--- src/rtl/ukaddr_pkg.sv ---
package ukaddr_pkg;

    typedef enum logic [1:0] {
        PRIV_U   = 2'd0,
        PRIV_S   = 2'd1,
        PRIV_RSV = 2'd2,
        PRIV_M   = 2'd3
    } priv_e;

    typedef struct packed {
        logic sup_en;
        logic hyp_en;
    } ctl_state_t;

    localparam logic [3:0] SATP_MODE_SV39 = 4'd8;
    localparam logic [1:0] SXL_CODE_32    = 2'd1;

endpackage

--- src/rtl/ukaddr_ctl_regs.sv ---
module ukaddr_ctl_regs
    import ukaddr_pkg::*;
#(
    parameter int XLEN      = 64,
    parameter bit FEAT_EN   = 1'b1,
    parameter int SENV_POS  = 8,
    parameter int HSTAT_POS = 24
) (
    input  logic            clk,
    input  logic            rst_n,
    input  logic            wr_senv_i,
    input  logic            wr_hstat_i,
    input  logic [XLEN-1:0] wdata_i,
    output logic            sup_en_o,
    output logic            hyp_en_o,
    output logic [XLEN-1:0] senv_rd_o,
    output logic [XLEN-1:0] hstat_rd_o
);

    localparam logic [XLEN-1:0] SENV_MASK  = XLEN'(1) << SENV_POS;
    localparam logic [XLEN-1:0] HSTAT_MASK = XLEN'(1) << HSTAT_POS;

    ctl_state_t state_d, state_q;
    logic       unused_wdata;

    assign unused_wdata = ^(wdata_i & ~(SENV_MASK | HSTAT_MASK));

    always_comb begin
        state_d = state_q;
        if (wr_senv_i) begin
            if (FEAT_EN) begin
                state_d.sup_en = wdata_i[SENV_POS];
            end
        end
        if (wr_hstat_i) begin
            state_d.hyp_en = FEAT_EN ? wdata_i[HSTAT_POS] : 1'b0;
        end
    end

    always_ff @(posedge clk) begin
        if (!rst_n) begin
            state_q <= '0;
        end else begin
            state_q <= state_d;
        end
    end

    assign sup_en_o   = state_q.sup_en;
    assign hyp_en_o   = state_q.hyp_en;
    assign senv_rd_o  = state_q.sup_en ? SENV_MASK : '0;
    assign hstat_rd_o = state_q.hyp_en ? HSTAT_MASK : '0;

    // the supervisor bit moves only on a supervisor write
    p_sup_hold_r2: assert property (@(posedge clk) disable iff (!rst_n)
        !wr_senv_i |=> $stable(sup_en_o));

    // the hypervisor bit moves only on a hypervisor write
    p_hyp_hold_r3: assert property (@(posedge clk) disable iff (!rst_n)
        !wr_hstat_i |=> $stable(hyp_en_o));

    generate
        if (FEAT_EN) begin : g_feat
            // a hypervisor write lands in the stored bit
            p_hyp_write_r3: assert property (@(posedge clk) disable iff (!rst_n)
                wr_hstat_i |=> (hstat_rd_o[HSTAT_POS] == $past(wdata_i[HSTAT_POS])));
        end else begin : g_nofeat
            // without the feature both bits stay clear
            p_bits_clear_r4: assert property (@(posedge clk) disable iff (!rst_n)
                !sup_en_o && !hyp_en_o);
        end
    endgenerate

endmodule

--- src/rtl/ukaddr_mode_eval.sv ---
module ukaddr_mode_eval
    import ukaddr_pkg::*;
(
    input  logic       clk,
    input  logic       rst_n,
    input  logic [1:0] priv_i,
    input  logic       virt_i,
    input  logic       hyp_ls_i,
    input  logic       mprv_i,
    input  logic [1:0] mpp_i,
    input  logic       spvp_i,
    input  logic       hu_i,
    input  logic       sup_en_i,
    input  logic       hyp_en_i,
    output logic       eff_user_o,
    output logic       enable_o
);

    priv_e cur_priv;
    priv_e prev_priv;
    logic  m_as_user;
    logic  hs_hyp_user;
    logic  plain_user;
    logic  u_hyp_user;
    logic  use_hyp_en;

    assign cur_priv  = priv_e'(priv_i);
    assign prev_priv = priv_e'(mpp_i);

    always_comb begin
        m_as_user   = (cur_priv == PRIV_M) && !hyp_ls_i && mprv_i && (prev_priv == PRIV_U);
        hs_hyp_user = (cur_priv == PRIV_S) && !virt_i && hyp_ls_i && !spvp_i;
        plain_user  = (cur_priv == PRIV_U) && !hyp_ls_i;
        u_hyp_user  = (cur_priv == PRIV_U) && !virt_i && hyp_ls_i && hu_i;
        use_hyp_en  = (cur_priv == PRIV_U) && !virt_i && hyp_ls_i;

        eff_user_o  = m_as_user | hs_hyp_user | plain_user | u_hyp_user;
        enable_o    = use_hyp_en ? hyp_en_i : sup_en_i;
    end

    // the user paths are mutually exclusive
    p_paths_onehot_r7: assert property (@(posedge clk) disable iff (!rst_n)
        $onehot0({m_as_user, hs_hyp_user, plain_user, u_hyp_user}));

    // supervisor privilege counts as user only via hypervisor accesses
    p_s_needs_hyp_r8: assert property (@(posedge clk) disable iff (!rst_n)
        (eff_user_o && cur_priv == PRIV_S) |-> (hyp_ls_i && !spvp_i));

endmodule

--- src/rtl/ukaddr_addr_chk.sv ---
module ukaddr_addr_chk
    import ukaddr_pkg::*;
#(
    parameter int XLEN = 64
) (
    input  logic [1:0]      sxl_i,
    input  logic [XLEN-1:0] vaddr_i,
    output logic            upper_half_o
);

    localparam int NARROW_MSB = XLEN / 2 - 1;
    localparam int WIDE_MSB   = XLEN - 1;

    logic unused_vaddr;

    assign unused_vaddr = ^vaddr_i;

    always_comb begin
        if (sxl_i == SXL_CODE_32) begin
            upper_half_o = vaddr_i[NARROW_MSB];
        end else begin
            upper_half_o = vaddr_i[WIDE_MSB];
        end
    end

endmodule

--- src/rtl/ukaddr_guard.sv ---
module ukaddr_guard
    import ukaddr_pkg::*;
#(
    parameter int XLEN      = 64,
    parameter bit FEAT_EN   = 1'b1,
    parameter int SENV_POS  = 8,
    parameter int HSTAT_POS = 24
) (
    input  logic            clk,
    input  logic            rst_n,
    input  logic            csr_wr_senv_i,
    input  logic            csr_wr_hstat_i,
    input  logic [XLEN-1:0] csr_wdata_i,
    output logic [XLEN-1:0] csr_senv_rd_o,
    output logic [XLEN-1:0] csr_hstat_rd_o,
    input  logic            req_valid_i,
    input  logic [1:0]      priv_i,
    input  logic            virt_i,
    input  logic            hyp_ls_i,
    input  logic            mprv_i,
    input  logic [1:0]      mpp_i,
    input  logic            spvp_i,
    input  logic            hu_i,
    input  logic            first_stage_i,
    input  logic [3:0]      satp_mode_i,
    input  logic [1:0]      sxl_i,
    input  logic [XLEN-1:0] vaddr_i,
    output logic            fault_o
);

    logic sup_en;
    logic hyp_en;
    logic eff_user;
    logic enable;
    logic upper_half;
    logic gate_open;

    ukaddr_ctl_regs #(
        .XLEN      (XLEN),
        .FEAT_EN   (FEAT_EN),
        .SENV_POS  (SENV_POS),
        .HSTAT_POS (HSTAT_POS)
    ) u_regs (
        .clk        (clk),
        .rst_n      (rst_n),
        .wr_senv_i  (csr_wr_senv_i),
        .wr_hstat_i (csr_wr_hstat_i),
        .wdata_i    (csr_wdata_i),
        .sup_en_o   (sup_en),
        .hyp_en_o   (hyp_en),
        .senv_rd_o  (csr_senv_rd_o),
        .hstat_rd_o (csr_hstat_rd_o)
    );

    ukaddr_mode_eval u_mode (
        .clk        (clk),
        .rst_n      (rst_n),
        .priv_i     (priv_i),
        .virt_i     (virt_i),
        .hyp_ls_i   (hyp_ls_i),
        .mprv_i     (mprv_i),
        .mpp_i      (mpp_i),
        .spvp_i     (spvp_i),
        .hu_i       (hu_i),
        .sup_en_i   (sup_en),
        .hyp_en_i   (hyp_en),
        .eff_user_o (eff_user),
        .enable_o   (enable)
    );

    ukaddr_addr_chk #(
        .XLEN (XLEN)
    ) u_addr (
        .sxl_i        (sxl_i),
        .vaddr_i      (vaddr_i),
        .upper_half_o (upper_half)
    );

    always_comb begin
        gate_open = FEAT_EN && first_stage_i && (satp_mode_i == SATP_MODE_SV39);
        fault_o   = req_valid_i && gate_open && eff_user && enable && upper_half;
    end

    // faults only under first-stage Sv39
    p_gate_r5: assert property (@(posedge clk) disable iff (!rst_n)
        fault_o |-> (first_stage_i && satp_mode_i == SATP_MODE_SV39));

    // no fault without a request
    p_valid_r10: assert property (@(posedge clk) disable iff (!rst_n)
        !req_valid_i |-> !fault_o);

    // wide SXL faults only on a set top address bit
    p_sign_r9: assert property (@(posedge clk) disable iff (!rst_n)
        (fault_o && sxl_i != SXL_CODE_32) |-> vaddr_i[XLEN-1]);

    // with both read outputs clear nothing faults
    p_reset_quiet_r1: assert property (@(posedge clk) disable iff (!rst_n)
        (csr_senv_rd_o == '0 && csr_hstat_rd_o == '0) |-> !fault_o);

endmodule

--- config.mk ---
export PLATFORM = sky130hd
export DESIGN_NAME = ukaddr_guard
export DESIGN_NICKNAME = d
export VERILOG_FILES = /design/src/rtl/ukaddr_pkg.sv /design/src/rtl/ukaddr_ctl_regs.sv /design/src/rtl/ukaddr_mode_eval.sv /design/src/rtl/ukaddr_addr_chk.sv /design/src/rtl/ukaddr_guard.sv
export SDC_FILE = /design/constraint.sdc
export NUM_CORES = 1
export LEC_CHECK = 0
export BUFFER_PORTS_ARGS = -buffer_cell sky130_fd_sc_hd__clkbuf_2
export CAP_MARGIN = 20
export CORE_AREA = 2 2 109 111
export CTS_CLUSTER_DIAMETER = 200
export DETAILED_ROUTE_END_ITERATION = 8
export DIE_AREA = 0 0 111 113
export SLEW_MARGIN = 10
export SYNTH_ARGS = -nofsm -noshare
export SYNTH_HDL_FRONTEND = slang
export SYNTH_SLANG_ARGS = --single-unit
--- constraint.sdc ---
create_clock -name clk -period 0.9 [get_ports clk]
set_clock_uncertainty 0.1 [all_clocks]
set_input_delay 0.09 -clock clk [delete_from_list [all_inputs] [get_ports clk]]
set_output_delay 0.09 -clock clk [all_outputs]
set_load 0.02 [all_outputs]
==> results_tabular.tex <==
\begin{tabular}{lr}
\hline
Metric & Value \\
\hline
\multicolumn{2}{l}{\textbf{Outcome}} \\
\quad Run status & complete, but fails checks \\
\quad Violated checks & negative setup slack \\
\multicolumn{2}{l}{\textbf{Critical path}} \\
\quad Arr. time, crit path & $\sim$1.2 ns \\
\quad Critical path start-end classification & register to output pin \\
\quad CP Max Fanout & 2 \\
\quad CP cell instances & and4b\_2 > a21oi\_2 > nor4\_4 > buf\_4 \\
\quad Startpoint class of the critical path & register \\
\quad Crit path largest cell delay & 0.34 ns \\
\quad Worst endpoint required time & 0.71 ns \\
\quad Family with the most delay on the worst path & flip-flops \\
\quad Nature of the critical path endpoint & output pin \\
\quad Number of buffers and inverters on the critical path & 1 \\
\quad Critical Path Slowest Stage Cell & dfxtp\_4 \\
\multicolumn{2}{l}{\textbf{Placed design}} \\
\quad Detail Placement HPWL & roughly 1600 um \\
\quad \# port buffers & 27 \\
\quad GPL Wtd Cong & roughly 0.62 \\
\quad Worst slack at placement & -0.4933 ns \\
\quad Placed Instances & 322 \\
\multicolumn{2}{l}{\textbf{Die}} \\
\quad Number of core rows & 39 \\
\quad Die ar. & around 13,000 um2 \\
\quad Die Y-Extent & about 110 um \\
\quad Initial cell density of the core & 0.1025 \\
\quad Area of the core & 11,270 um2 \\
\quad Number of top-level pins & between 200 and 300 \\
\quad Horizontal extent of the die & 111 um \\
\multicolumn{2}{l}{\textbf{Timing}} \\
\quad Worst Setup Slack, final & -0.4452 ns \\
\quad Number of setup violations in the final report & 3 \\
\quad Final critical-path share of the clock period & 1.495 \\
\quad Hold Vio Cnt, Final & 0 \\
\quad Final Critical Period & $\sim$1.3 ns \\
\quad Number of slew-limit violations in the final report & 0 \\
\quad Setup repair after global routing missed its margin & true \\
\quad Top achievable clock speed & $\sim$740 MHz \\
\multicolumn{2}{l}{\textbf{Route}} \\
\quad Routed wirelength normalized by instance count & 5.022 um \\
\quad Total Routed Length & 1632 um \\
\quad Routed vias/inst & 1.935 \\
\quad Total vias in the final route & $\sim$630 \\
\quad ANT nets after route & 0 \\
\quad Starting DRT DRC Count & 1 \\
\quad Number of optimization iterations in the first detailed-route pass & 2 \\
\quad DRC violations left & 0 \\
\multicolumn{2}{l}{\textbf{Logic synthesis}} \\
\quad Mux contribution to synthesized area & 0.02600 \\
\quad Area fraction in and, or, nand and nor cells after synthesis & 0.07584 \\
\quad Number of warnings printed during yosys synthesis & 0 \\
\quad Yosys reg bits & 2 \\
\quad Mean instance size in the synthesized netlist & 7.751 um2 \\
\quad Complex-gate fraction of the synthesized area & 0.02492 \\
\quad Synthesized netlist cell count & around 150 \\
\quad Post-Syn Area & 1155 um2 \\
\quad Number of unique standard cell types used by synthesis & 15 \\
\quad Xor/xnor share of the synthesized area & 0 \\
\quad Adder and majority gate portion of the synthesized area & 0 \\
\quad Top cell type's share of synthesized area & 0.8321 \\
\quad Sequential-to-total area share from yosys stat & 0.03467 \\
\quad Main area contributors after synthesis & buf\_4 83\%, dfxtp\_1 3.5\%, mux2i\_1 2.6\% \\
\quad Main combinational cell family by area after synthesis & buffers and inverters \\
\quad Dominant cell type by area after synthesis & buf\_4 \\
\multicolumn{2}{l}{\textbf{Power and ir drop}} \\
\quad Total power density per cell area & $\sim$1200 nW/um2 \\
\quad Worst vdd ir & 434.0 uV \\
\quad Reported leakage power & just under 0.7 nW \\
\multicolumn{2}{l}{\textbf{GRT}} \\
\quad Total gr overflow & 0 \\
\quad Number of antenna violations at the first check in global routing & 0 \\
\quad Vias in the first global route & 394 \\
\quad Global-route wire length before repair & 1800 um \\
\quad Largest net degree at the start of global routing & 5 \\
\quad Global router's overall resource usage & 0.01965 \\
\multicolumn{2}{l}{\textbf{Clock network}} \\
\quad CTS tree & done \\
\quad Inserted Clock Buffers & 3 \\
\quad H-tree level count & 1 \\
\quad Count of hold buffers inserted by post-cts repair & 0 \\
\quad Clock root cell & clkbuf\_16 \\
\quad Largest buffer count on any clock path & 2 \\
\quad Source-to-sink clock delay at the later pin of the worst-skew pair & 0.22 ns \\
\quad Clock slew seen by the registers of the worst setup and hold paths & approximately 0.030 ns \\
\quad CTS sink count & 2 \\
\multicolumn{2}{l}{\textbf{Job}} \\
\quad Count of max-cap constraint violations & 0 \\
\multicolumn{2}{l}{\textbf{Cells and area}} \\
\quad Proportion of layout cells with a drive suffix above 1 & 0.2418 \\
\quad Core utilization of the finished layout & 0.1058 \\
\quad Non-filler instance count after layout & 325 \\
\quad Layout Nets & approximately 330 \\
\quad Antenna diode count & 0 \\
\quad Layout overhead on the synthesized area & 3.250\% \\
\multicolumn{2}{l}{\textbf{Hold path}} \\
\quad Path category of the worst min-delay check & input port to register \\
\hline
\end{tabular}
stage by stage:
step	total power, mW	TNS (ns)	hold WS [ns]	area [um2]
2_1_floorplan	1.027	-0.2308	0.1182	1639
3_3_place_gp	0.6913	-0.4535	0.2314	1037
3_5_place_dp	0.6917	-0.4933	0.2329	1037
4_1_cts	1.384	-0.7521	0.009328	1172
5_1_grt	1.456	-0.7569	0.03064	1192
6_report	1.391	-0.6112	0.02264	1192
power by group:
part | total, mW | switching, mW | internal [mW]
clock network | 0.661 | 0.0958 | 0.565
registers | 0.0990 | 0.00618 | 0.0928
logic | 0.631 | 0.530 | 0.102
total | 1.39 | 0.632 | 0.759
final timing paths:
kind	slack (ns)	cells past startpoint	to	startpoint
worst max-delay path	-0.45	4	fault_o	u_regs.hyp_en_o
worst min-delay path	0.02	2	u_regs.hyp_en_o	rst_n
worst max register to register	0.03	3	u_regs.sup_en_o	u_regs.sup_en_o
worst min register to register	0.56	3	u_regs.hyp_en_o	u_regs.hyp_en_o
registers in the layout (all words and copies together), names as in the netlist:
name             flops
u_regs.hyp_en_o      1
u_regs.sup_en_o      1
Yosys cell counts:
library cell / instances
mux2i_1: 3
inv_1: 1
nor4bb_1: 1
and4b_2: 1
o311a_1: 1
a21oi_1: 1
o21ai_0: 1
or2b_1: 2
dfxtp_1: 2
conb_1: 1
nand3b_4: 1
o2111ai_1: 1
nor4_1: 1
nor2b_1: 4
buf_4: 128
cell families (layout without fill, tap and decap cells):
logic type,after synthesis,after routing
DFF,2,2
other,1,126
muxes,3,3
AOI/OAI and AO/OA,4,4
and+or+nand+nor,10,10
buffers and inverters,129,37
metal layers:
metal  global-route usage  part of all wire
met1              0.01943              0.25
met2              0.03517              0.59
met5                    0                 0
met3             0.005356              0.16
met4              0.01500                 0
worst reg2reg max path: cells and delay by family (launching register included):
kind                   cells  cell delay, ns
buffers and inverters      1            0.12
muxes                      1            0.13
DFF                        1            0.34
and+or+nand+nor            1            0.07
layout make-up:
class | instances | area [um2]
sequential | 2 | 47.55
timing repair buffer | 33 | 216.5
tap | 143 | 178.9
multi-input combinational | 143 | 670.6
clock buffer | 3 | 75.07
inverter | 1 | 3.754
fill | 1303 | 10080
repair_timing:
item / 4_1_cts / 5_1_grt
hold endpoints to repair: 0 / 0
setup buffers: 0 / 0
setup endpoints to repair: 3 / 4
pin swaps: 2 / 0
resized for setup: 14 / 7
placed cells by master, fill, tap and decap left out:
cell,n
conb_1,126
clkbuf_2,23
buf_4,5
nor2b_1,4
mux2i_1,3
clkbuf_16,3
buf_6,3
or2b_1,2
buf_8,2
dfxtp_4,2
nand3b_4,1
o311a_1,1
and4b_2,1
a21oi_2,1
inv_1,1
nor4bb_4,1
o21ai_1,1
o2111ai_4,1
nor4_4,1
Note: power is estimated with default switching activity, not from simulation.
